## src/rtl/pwc_pkg.sv

```systemverilog
// Package: shared types and constants of the pulse width capture block.
// Assumes: byte-wide register read port, two bytes per channel.
package pwc_pkg;
    typedef logic [7:0] pwc_byte_t;
    localparam int PWC_BYTES_PER_CH = 2;
endpackage

```

## src/rtl/pwc_timebase.sv

```systemverilog
// Module: microsecond timebase.
// Divides the system clock by CLK_PER_US into a one-cycle tick and counts
// ticks in a TS_W-bit timestamp that wraps freely.
// Assumes: CLK_PER_US >= 1.
module pwc_timebase #(
    parameter int CLK_PER_US = 8,
    parameter int TS_W       = 16
) (
    input  logic            clk,
    input  logic            rst_n,
    output logic [TS_W-1:0] ts
);
    localparam int DIV_W = (CLK_PER_US > 1) ? $clog2(CLK_PER_US) : 1;
    localparam logic [DIV_W-1:0] DIV_LAST = DIV_W'(CLK_PER_US - 1);

    logic [DIV_W-1:0] div_q;
    logic             tick;

    assign tick = (div_q == DIV_LAST);

    // Prescaler: counts system clocks within one microsecond.
    always_ff @(posedge clk) begin
        if (!rst_n)    div_q <= '0;
        else if (tick) div_q <= '0;
        else           div_q <= div_q + 1'b1;
    end

    // Timestamp: free-running microsecond count, wraps modulo 2^TS_W.
    always_ff @(posedge clk) begin
        if (!rst_n)    ts <= '0;
        else if (tick) ts <= ts + 1'b1;
    end

    AST_TS_STEP: assert property (@(posedge clk) disable iff (!rst_n)
        tick |=> (ts == TS_W'($past(ts) + 1'b1)));
    AST_TS_HOLD: assert property (@(posedge clk) disable iff (!rst_n)
        !tick |=> $stable(ts));
endmodule

```

## src/rtl/pwc_channel.sv

```systemverilog
// Module: one capture channel.
// Synchronises its input, finds edges against the previous sampled level,
// records the timestamp on a rise and latches the modular difference on a
// fall, raising a sticky flag.
// Assumes: edge_en stays low until the synchroniser holds real samples.
module pwc_channel #(
    parameter int TS_W        = 16,
    parameter int SYNC_STAGES = 2
) (
    input  logic            clk,
    input  logic            rst_n,
    input  logic            edge_en,
    input  logic            pin,
    input  logic [TS_W-1:0] ts,
    input  logic            clr,
    output logic [TS_W-1:0] width,
    output logic            flag
);
    logic [SYNC_STAGES-1:0] sync_q;
    logic                   lvl;
    logic                   prev_q;
    logic                   armed_q;
    logic [TS_W-1:0]        rise_ts_q;
    logic                   rise;
    logic                   fall;
    logic                   fall_ok;

    assign lvl     = sync_q[SYNC_STAGES-1];
    assign rise    = edge_en &  lvl & ~prev_q;
    assign fall    = edge_en & ~lvl &  prev_q;
    assign fall_ok = fall & armed_q;

    // Synchroniser: shifts the asynchronous pin into the clock domain.
    always_ff @(posedge clk) begin
        if (!rst_n) sync_q <= '0;
        else        sync_q <= {sync_q[SYNC_STAGES-2:0], pin};
    end

    // Previous level: reference for edge detection.
    always_ff @(posedge clk) begin
        if (!rst_n) prev_q <= 1'b0;
        else        prev_q <= lvl;
    end

    // Rise capture: stores the timestamp and arms the channel.
    always_ff @(posedge clk) begin
        if (!rst_n) begin
            rise_ts_q <= '0;
            armed_q   <= 1'b0;
        end else if (rise) begin
            rise_ts_q <= ts;
            armed_q   <= 1'b1;
        end else if (fall) begin
            armed_q   <= 1'b0;
        end
    end

    // Width latch: modular difference on an armed falling edge.
    always_ff @(posedge clk) begin
        if (!rst_n)       width <= '0;
        else if (fall_ok) width <= ts - rise_ts_q;
    end

    // New-pulse flag: set wins over clear.
    always_ff @(posedge clk) begin
        if (!rst_n)       flag <= 1'b0;
        else if (fall_ok) flag <= 1'b1;
        else if (clr)     flag <= 1'b0;
    end

    AST_FLAG_ON_FALL: assert property (@(posedge clk) disable iff (!rst_n)
        fall_ok |=> flag);
    AST_FLAG_STICKY: assert property (@(posedge clk) disable iff (!rst_n)
        (flag && !clr) |=> flag);
    AST_WIDTH_ONLY_ON_FALL: assert property (@(posedge clk) disable iff (!rst_n)
        !fall |=> $stable(width));
    AST_UNARMED_FALL_IGNORED: assert property (@(posedge clk) disable iff (!rst_n)
        (fall && !armed_q) |=> ($stable(width) && ($past(flag) == flag || $past(clr))));
endmodule

```

## src/rtl/pwc_byte_bank.sv

```systemverilog
// Module: coherent byte image of all widths.
// Copies the live widths into a snapshot whenever no read is open, and
// serves bytes from the snapshot: high byte at even, low byte at odd address.
// Assumes: 8 < TS_W <= 16 and NUM_CH >= 2.
module pwc_byte_bank
    import pwc_pkg::*;
#(
    parameter int NUM_CH = 6,
    parameter int TS_W   = 16,
    parameter int ADDR_W = 4
) (
    input  logic            clk,
    input  logic            rst_n,
    input  logic            rd_active,
    input  logic [TS_W-1:0] width [NUM_CH],
    input  logic [ADDR_W-1:0] rd_addr,
    output pwc_byte_t       rd_data
);
    localparam int NUM_BYTES = NUM_CH * PWC_BYTES_PER_CH;
    localparam int CH_W      = ADDR_W - 1;

    logic [TS_W-1:0] snap_q [NUM_CH];
    logic [CH_W-1:0] sel_ch;

    assign sel_ch = rd_addr[ADDR_W-1:1];

    generate
        for (genvar g = 0; g < NUM_CH; g++) begin : g_snap
            // Snapshot register: frozen while a read is open.
            always_ff @(posedge clk) begin
                if (!rst_n)          snap_q[g] <= '0;
                else if (!rd_active) snap_q[g] <= width[g];
            end

            AST_SNAP_FROZEN: assert property (@(posedge clk) disable iff (!rst_n)
                rd_active |=> $stable(snap_q[g]));
        end
    endgenerate

    // Byte select: picks the half of the addressed channel's snapshot.
    always_comb begin
        rd_data = '0;
        if (int'(rd_addr) < NUM_BYTES) begin
            if (rd_addr[0]) rd_data = snap_q[sel_ch][7:0];
            else            rd_data = pwc_byte_t'(snap_q[sel_ch] >> 8);
        end
    end
endmodule

```

## src/rtl/rc_pulse_capture.sv

```systemverilog
// Module: multi-channel servo pulse width capture (top).
// Shares one microsecond timestamp across NUM_CH capture channels and
// exports the widths as a coherent byte image.
// Assumes: 8 < TS_W <= 16, NUM_CH >= 2, SYNC_STAGES >= 2.
module rc_pulse_capture
    import pwc_pkg::*;
#(
    parameter int NUM_CH      = 6,
    parameter int CLK_PER_US  = 8,
    parameter int TS_W        = 16,
    parameter int SYNC_STAGES = 2,
    parameter int ADDR_W      = $clog2(NUM_CH * PWC_BYTES_PER_CH)
) (
    input  logic              clk,
    input  logic              rst_n,
    input  logic [NUM_CH-1:0] pwm_in,
    input  logic [NUM_CH-1:0] flag_clr,
    output logic [NUM_CH-1:0] new_pulse,
    input  logic              rd_active,
    input  logic [ADDR_W-1:0] rd_addr,
    output pwc_byte_t         rd_data
);
    localparam int WARM_W = SYNC_STAGES + 1;

    logic [TS_W-1:0]   ts;
    logic [TS_W-1:0]   width [NUM_CH];
    logic [WARM_W-1:0] warm_q;
    logic              edge_en;

    assign edge_en = warm_q[WARM_W-1];

    // Warm-up: holds edge detection off until the synchronisers are filled.
    always_ff @(posedge clk) begin
        if (!rst_n) warm_q <= '0;
        else        warm_q <= {warm_q[WARM_W-2:0], 1'b1};
    end

    pwc_timebase #(
        .CLK_PER_US (CLK_PER_US),
        .TS_W       (TS_W)
    ) u_timebase (
        .clk   (clk),
        .rst_n (rst_n),
        .ts    (ts)
    );

    generate
        for (genvar g = 0; g < NUM_CH; g++) begin : g_ch
            pwc_channel #(
                .TS_W        (TS_W),
                .SYNC_STAGES (SYNC_STAGES)
            ) u_channel (
                .clk     (clk),
                .rst_n   (rst_n),
                .edge_en (edge_en),
                .pin     (pwm_in[g]),
                .ts      (ts),
                .clr     (flag_clr[g]),
                .width   (width[g]),
                .flag    (new_pulse[g])
            );
        end
    endgenerate

    pwc_byte_bank #(
        .NUM_CH (NUM_CH),
        .TS_W   (TS_W),
        .ADDR_W (ADDR_W)
    ) u_bank (
        .clk       (clk),
        .rst_n     (rst_n),
        .rd_active (rd_active),
        .width     (width),
        .rd_addr   (rd_addr),
        .rd_data   (rd_data)
    );

    AST_RESET_FLAGS_CLEAR: assert property (@(posedge clk)
        !rst_n |=> (new_pulse == '0));
endmodule

```

## config.mk

```make
export PLATFORM = sky130hd
export DESIGN_NAME = rc_pulse_capture
export DESIGN_NICKNAME = d
export VERILOG_FILES = /design/src/rtl/pwc_pkg.sv /design/src/rtl/pwc_timebase.sv /design/src/rtl/pwc_channel.sv /design/src/rtl/pwc_byte_bank.sv /design/src/rtl/rc_pulse_capture.sv
export SDC_FILE = /design/constraint.sdc
export NUM_CORES = 1
export LEC_CHECK = 0
export BUFFER_PORTS_ARGS = -buffer_cell sky130_fd_sc_hd__buf_4
export CAP_MARGIN = 15
export CORE_UTILIZATION = 25
export DETAILED_ROUTE_END_ITERATION = 16
export SKIP_LAST_GASP = 1
export SYNTH_ARGS = -nofsm -noshare
export SYNTH_HDL_FRONTEND = slang
export SYNTH_HIERARCHICAL = 1
export SYNTH_SLANG_ARGS = --single-unit
export TNS_END_PERCENT = 1
```

## constraint.sdc

```tcl
create_clock -name clk -period 7.4 [get_ports clk]
set_input_delay 1.48 -clock clk [delete_from_list [all_inputs] [get_ports clk]]
set_output_delay 1.48 -clock clk [all_outputs]
set_load 0.02 [all_outputs]
```

### After elaboration in Yosys (flattened, before gate mapping)

Memory sizes are Yosys's and may differ from the RTL's.
Index checks and enable logic that the tools add are counted.

* output and inout port bits: 14
* memory bits (writable): 96
* bits of input ports: 19
* word-level logic and storage cells: 150
* flip-flop bits (word level): 244
* memories kept: 1

* reduce and logical (&&, ||, !) cells: 13
* magnitude comparators: 1
* add/subtract/negate cells: 8
* muxes and demuxes: 37
* bitwise gates (word level): 49
* eq/ne operators: 1

Memories
* u_bank.snap_q: depth 6, width 16, rd ports 1, clocked after Yosys merged registers in 0, wr ports 6, RTL line pwc_byte_bank.sv:22 `logic [TS_W-1:0] snap_q [NUM_CH];`

Operator list (number)
* $mux W16: 6
* $sub A16 B16 Y16: 6
* $and A1 B1 Y1: 30
* $mux W1: 29
* $reduce_bool A2 Y1: 12
* $add A16 B1 Y16 const B: 1
* $mux W8: 2
* $not A1 Y1: 13
* $or A1 B1 Y1: 6
* $lt A4 B4 Y1 const B: 1
* $add A3 B1 Y3 const B: 1
* $eq A3 B3 Y1 const B: 1
* $reduce_or A2 Y1: 1

### Logic depth before layout (Yosys ltp)

Gate-level depths: netlist of the first run.

* depth after elaboration: 5
* gate-level depth with buffers: 9
* depth with buffers taken out: 9

### Cells and area by module

Netlist of the first run, hierarchy kept.

By module, submodules not included
* pwc_channel (g_ch[1].u_channel ...): cells an instance 262, times used 3, sequential area each 740.7 µm², area each 2082.0 µm²
* pwc_byte_bank: cells an instance 289, times used 1, sequential area each 2882.8 µm², area each 4425.5 µm²
* pwc_channel (g_ch[4].u_channel ...): cells an instance 270, times used 2, sequential area each 740.7 µm², area each 2190.9 µm²
* pwc_channel (g_ch[0].u_channel): cells an instance 260, times used 1, sequential area each 740.7 µm², area each 2055.7 µm²
* pwc_timebase: cells an instance 89, times used 1, sequential area each 380.4 µm², area each 843.3 µm²
* rc_pulse_capture: cells an instance 5, times used 1, sequential area each 60.1 µm², area each 72.6 µm²

### Worst setup path after synthesis of the first run

No wires, ideal clock.

* path kind: input port to output port
* start: in rd_addr[2]
* end: out rd_data[6]
* arrival: 2.493 ns
* required time: 5.920 ns
* cell stages on the path: 6
* slack: 3.427 ns
* path buffers: 2
* cell sequence: buf_2 -> nor2b_1 -> clkbuf_1 -> a21o_1 -> o22ai_1 -> nor2_1

* cells in the longest elaborated chain, start to end: 3
* elaborated cells between the ends (all ways): 4
* those cells by class: 1 x order compare; 2 x mux; 1 x memory

Ends and longest elaborated chain
* start: declaration: RTL line rc_pulse_capture.sv:20 `input logic [ADDR_W-1:0] rd_addr,`
* $mem_v2 Z6 W16
* $mux W8: RTL line pwc_byte_bank.sv:44 `if (rd_addr[0]) rd_data = snap_q[sel_ch][7:0];`
* $mux W8 (*): RTL line pwc_byte_bank.sv:43 `if (int'(rd_addr) < NUM_BYTES) begin`
* end: declaration: RTL line rc_pulse_capture.sv:21 `output pwc_byte_t rd_data`

Mark *: on every way between the ends. The rest lies on a longest branch, timed or not.

### Worst setup path in the final report of the first run

* start: in rd_addr[1]
* end: out rd_data[5]

Same word-level chain as after synthesis.

==> impl_metrics.ini, run 1 <==
[synth]
ys_seq_elements = 340
async_reset_ff_share_pct = 0
synthCells = 1969
syn_area_um2 = 18020
avgSynthCellArea_um2 = 9.154
synth_nets = 2087
synth_area_leaders = dfxtp_1 27%, edfxtp_1 16%, nand2_1 6.9%
ys.flop_type = dfxtp_1
synth_edf_count = 96
synth_top_area_share_pct = 27.10
yosysWarnings = 6
yosysTopAreaCell = dfxtp_1
yosysSeqAreaShare_pct = 43.09
yosysUniqueCellTypes = 71

[sta]
setup_viol = 0
slew_violations = 0
relSlewSlack_pct = 30.58
worstMarginPinSlew_ns = 1.040
worst_clock_skew_ns = 0.03006
tns_ns = 0
post-route-worst-setup-slack_ns = 3.001
finalCritPeriodShare_pct = 59.44
hold_viol = 0
rsz0062_at_grt = no
fmax_mhz = 227.3
post-route-min-period_ns = 4.399

[global_route]
grt_pass1_wl_um = 73920
first_global_vias = 12680
grt_use_total_pct = 12.72
antenna_found_initial = 0
overflow = 0
grt_max_degree = 97

[critical_path]
reg2reg_from = u_timebase/ts[1]
timing.rr.end = g_ch[2].u_channel/width[14]
arrival_ns = 2.92
end_kind = output pin
critPathKind = primary input to output pin
start_kind = primary input
rrSetupSlack_ns = 4.43
crit_start = rd_addr[1]
cp.required_ns = 5.92
path_max_fanout = 32
reg2reg_depth = 9

[clocking]
cts_tree = built
cts_resized = 0
path_clk_slew_ns = 0.06
htree_levels = 2
cts_buffers = 40
hold_buffers = 0
cts_setup_buffers = 0
cts_buffer_depth = 3
clockRootBuffer = clkbuf_16
insertion_delay_ns = 0.57
cts.sinks = 340

[placed_design]
dp_hpwl_um = 33570
dpl_worst_slack_ns = 2.995
gp_congestion = 0.8618
port_buffers = 32

[finish]
areaGrowthSynthToFinish_pct = 14.52
multiInputGateArea_um2 = 9458
layout_commonest_cell = nand2_1
drive_gt1_share_pct = 10.43
fillers = 7568
final_nets = 2101
seq_area_um2 = 7767
layout_common_cells = 331 x nand2_1, 244 x dfxtp_1, 169 x a21oi_1, 130 x and2_1, 109 x inv_1

[power_and_ir_drop]
pwr-share-clk_pct = 49.9
p_sw_share_pct = 22.47
p_seq_share_pct = 47.1
combPwrFrac_pct = 3.0
power_mw = 4.167
power_leakage_nw = 7.783
p_per_area_nw_per_um2 = 201.9
switchingPower_mw = 0.9362
ir_worst_vdd_uv = 150.3
internal_power_mw = 3.230

[detailed_routing]
drt_iter0_drc = 975
drc = 0
drt_pass1_iterations = 4
viasPerCell = 4.612
final_antenna_net_count = 0
vias = 13670
wl_um = 47140
drt-wirelength-per-cell_um = 15.90

[hold_path]
min_path_cells = 1
min_delay_worst_endpoint = u_timebase/div_q[0]
hp-class = flop to flop
hp-start = u_timebase/div_q[0]

[job]
maxCapViolCount = 0

[floorplanning]
die_area_um2 = 73180
io_pins = 33
die_h_um = 270.5
coreArea_um2 = 71360
num_rows = 98
start_util_pct = 25.26
die_w_um = 270.5

[run_status]
status = complete, no violations
-- cell families (layout without fill, tap and decap cells) --
| family | Yosys count | in the layout | share of synthesized area, % |
|---|---|---|---|
| compound gates | 471 | 471 | 17.96 |
| other cells | 0 | 1 | 0 |
| simple gates | 756 | 756 | 20.45 |
| flops | 340 | 340 | 43.09 |
| mux | 47 | 47 | 3.880 |
| xor+xnor | 62 | 62 | 3.013 |
| buf+inv | 194 | 239 | 4.484 |
| fa+ha+maj | 99 | 99 | 7.122 |
-- per-stage QoR --
| step | hold WS (ns) | instances | utilization [%] | instance area [um2] |
|---|---|---|---|---|
| finish | 0.4196 | 2965 | 28.93 | 20640 |
| global route | 0.4414 | 2964 | 28.92 | 20640 |
| CTS | 0.4245 | 2960 | 28.86 | 20590 |
| detailed placement | 0.4157 | 2887 | 26.92 | 19210 |
| global placement | 0.4095 | 2887 | 26.92 | 19210 |
| floorplan | 0.4043 | 1969 | - | 18020 |
-- sequential cells by signal, indices dropped and copies added, names as in the netlist --
signal	cells
u_bank/snap_q	96
g_ch.u_channel/armed_q	6
g_ch.u_channel/rise_ts_q	96
u_timebase/ts	16
g_ch.u_channel/flag	6
u_timebase/div_q	3
g_ch.u_channel/sync_q	12
g_ch.u_channel/width	96
g_ch.u_channel/prev_q	6
warm_q	3
-- per-layer routing --
metal  GRT usage, %  routed length [um]  vias up  part of all wire (%)
li1               -                   -     6918                     -
met1          18.37               23580     6439                    50
met4          3.598                1087        0                   2.3
met3          2.272                2258       59                   4.8
met2          19.21               20210      258                    43
met5              0                   0        -                     0
-- power by group through the flow --
stage,Sequential [mW],Combinational (mW),Clock [mW]
final,1.96,0.124,2.08
after CTS,1.96,0.126,2.13
after global routing,1.96,0.136,2.21
after floorplan,1.99,0.0909,0
after global placement,2.00,0.125,0
after detailed placement,2.00,0.126,0
-- area by class of cell --
class,count,area share [%]
Antenna cell,1,0.01212
Clock buffer,48,5.140
Clock inverter,25,1.540
Inverter,111,2.018
Multi-Input combinational cell,1435,45.82
Sequential cell,340,37.63
Tap cell,950,5.758
Timing Repair Buffer,55,2.085
-- critical path: stages --
cell     delay (ns)
buf_4          0.42
mux4_2         0.58
o22ai_1        0.16
nor2_1         0.09
buf_4          0.16
-- worst max path at each step --
| stage | to | slack [ns] | depth (start not counted) |
|---|---|---|---|
| global route | rd_data[7] | 2.82 | 6 |
| global placement | rd_data[7] | 3.00 | 6 |
| finish | rd_data[5] | 3.00 | 5 |
| detailed placement | rd_data[5] | 3.00 | 5 |
| floorplan | rd_data[6] | 3.43 | 6 |
| CTS | rd_data[5] | 3.00 | 5 |
-- Yosys cell counts, types with 34 or more instances --
cell type	number
nand2_1	332
dfxtp_1	244
a21oi_1	169
and2_1	130
inv_1	109
edfxtp_1	96
nor2_1	94
ha_1	93
o21ai_0	63
nand3_1	58
clkbuf_1	50
a21boi_0	39
xnor2_1	36
a21o_1	34
No activity file was read; power rests on OpenSTA's default activity.
==> inputs of run 2 (changes only) <==
ABC_AREA = 1   (was default)
clock period = 4.3 ns   (was 7.4 ns; I/O delays follow)
==> impl_metrics.ini, run 2 <==
[run_status]
status = complete, no violations

[clocking]
cts_setup_buffers = 0
cts_resized = 0
insertion_delay_ns = 0.57
clockRootBuffer = clkbuf_16
path_clk_slew_ns = 0.08
cts.sinks = 340
cts_tree = built
cts_buffer_depth = 3
hold_buffers = 0
cts_buffers = 40
htree_levels = 2

[sta]
hold_viol = 0
finalCritPeriodShare_pct = 75.37
rsz0062_at_grt = no
post-route-min-period_ns = 3.241
relSlewSlack_pct = 25.78
worstMarginPinSlew_ns = 1.112
tns_ns = 0
worst_clock_skew_ns = 0.02195
setup_viol = 0
whs_ns = 0.3954
fmax_mhz = 308.6
post-route-worst-setup-slack_ns = 1.059
slew_violations = 0

[critical_path]
cp_num_buf_inv = 4
crit_end = rd_data[2]
cpMaxStageDelayCell = inv_2
end_kind = output pin
rrSetupSlack_ns = 1.65
reg2reg_depth = 11
reg2reg_from = u_timebase/ts[0]
path_max_fanout = 48
crit_family = buffers and inverters
arrival_ns = 2.38
cp.required_ns = 3.44
timing.rr.end = g_ch[1].u_channel/width[12]
critPathMaxStageDelay_ns = 0.57
critPathKind = primary input to output pin
path_cells = buf_4 > inv_2 > nand2_1 > nand3_1 > nand2_1 > nand2_1 > nand2_1 > nand2_1 > inv_1 > buf_4
worst-path-stages = 10
crit_start = rd_addr[1]
start_kind = primary input
cp_common_cell = nand2_1

[synth]
ys_seq_elements = 340
yosysSeqAreaShare_pct = 38.91
syn_area_um2 = 19960
synth_top_area_share_pct = 24.47
yosysTopAreaCell = dfxtp_1
ys.flop_type = dfxtp_1
async_reset_ff_share_pct = 0
avgSynthCellArea_um2 = 6.944
yosysMostFrequentCell = nand2_1
yosysWarnings = 6
synth_nets = 2993
yosysUniqueCellTypes = 37
synthCells = 2875
synth_area_leaders = dfxtp_1 24%, edfxtp_1 14%, nand2_1 14%
synthTopCellsByCount = 734 x nand2_1, 648 x inv_1, 244 x dfxtp_1, 205 x nor2_1, 177 x nand3_1
synth_edf_count = 96

[finish]
fillers = 8651
multiInputGateArea_um2 = 9183
layout_common_cells = 732 x nand2_1, 648 x inv_1, 244 x dfxtp_1, 205 x nor2_1, 177 x nand3_1
stdcell_count = 3967
diodes = 0
areaGrowthSynthToFinish_pct = 12.85
reg_top3 = g_ch.u_channel/rise_ts_q x96, g_ch.u_channel/width x96, u_bank/snap_q x96
layout_commonest_cell = nand2_1
seq_area_um2 = 7767
drive_gt1_share_pct = 8.639
final_nets = 3005

[placed_design]
dp.cells = 3895
port_buffers = 32
gp_congestion = 0.8813
dpl_worst_slack_ns = 1.105
dp_hpwl_um = 37740

[detailed_routing]
vias = 16790
drt_pass1_iterations = 5
final_antenna_net_count = 0
drt-wirelength-per-cell_um = 13.10
viasPerCell = 4.232
drc = 0
drt_iter0_drc = 1110
wl_um = 51960

[job]
maxCapViolCount = 0

[global_route]
grt_max_degree = 85
antenna_found_initial = 2
overflow = 0
first_global_vias = 15440
grt_pass1_wl_um = 82970
grt_use_total_pct = 12.83

[floorplanning]
io_pins = 33
die_area_um2 = 80990
die_w_um = 284.6
start_util_pct = 25.27
num_rows = 103
coreArea_um2 = 79000
die_h_um = 284.6

[power_and_ir_drop]
p_per_area_nw_per_um2 = 324.3
power_mw = 7.307
power_leakage_nw = 10.77
ir_worst_vdd_uv = 220.7

[hold_path]
hp-class = flop to flop
hp-start = g_ch[0].u_channel/sync_q[0]
## run 2: worst min-delay path by stage
stage	cells past startpoint	slack [ns]	to
global placement	2	0.39	warm_q[1]
detailed placement	2	0.39	warm_q[1]
finish	2	0.40	g_ch[0].u_channel/sync_q[1]
floorplan	2	0.39	warm_q[1]
CTS	2	0.41	g_ch[0].u_channel/sync_q[1]
global route	2	0.42	g_ch[0].u_channel/sync_q[1]
## run 2: area by class of cell
class,count,share of cell area (%)
timing repair buffer,55,1.849
clock buffer,55,4.959
inverter,679,11.31
clock inverter,17,0.8108
sequential,340,34.48
multi-input combinational,1771,40.76
tap,1050,5.831
## run 2: worst register-to-register path, cell delays in order, from the launching register on
cell and delay (ns):
dfxtp_1 0.90, inv_1 0.16, ha_1 0.28, fa_1 0.42
inv_1 0.10, nand3_1 0.07, nand3_1 0.15, nand3_1 0.11
nand4_1 0.09, nand3_1 0.14, nand2_1 0.10, inv_1 0.04
## run 2: power breakdown
| part | leakage, nW | switching, mW | internal (mW) |
|---|---|---|---|
| clock network | 0.630 | 1.40 | 2.00 |
| logic | 7.10 | 0.355 | 0.175 |
| registers | 3.04 | 0.0285 | 3.35 |
| total | 10.8 | 1.78 | 5.53 |
## run 2: cell families after synthesis
family | synth area share (%)
fa+ha+maj | 6.430
simple gates | 27.21
compound gates | 10.87
buf+inv | 15.17
xor+xnor | 1.404
flops | 38.91
## run 2: metal layers
| layer | up-vias | part of all wire [%] | GRT usage, % |
|---|---|---|---|
| met2 | 297 | 42 | 19.66 |
| met3 | 83 | 4.9 | 2.376 |
| met1 | 7563 | 50 | 18.14 |
| met4 | 4 | 2.6 | 3.831 |
| met5 | - | 0.044 | 0 |
| li1 | 8841 | - | - |
## run 2: stage by stage
| step | util (%) | cell area (um2) |
|---|---|---|
| 2_1_floorplan | - | 19960 |
| 3_3_place_gp | 26.87 | 21230 |
| 3_5_place_dp | 26.87 | 21230 |
| 4_1_cts | 28.52 | 22530 |
| 5_1_grt | 28.52 | 22530 |
| 6_report | 28.52 | 22530 |
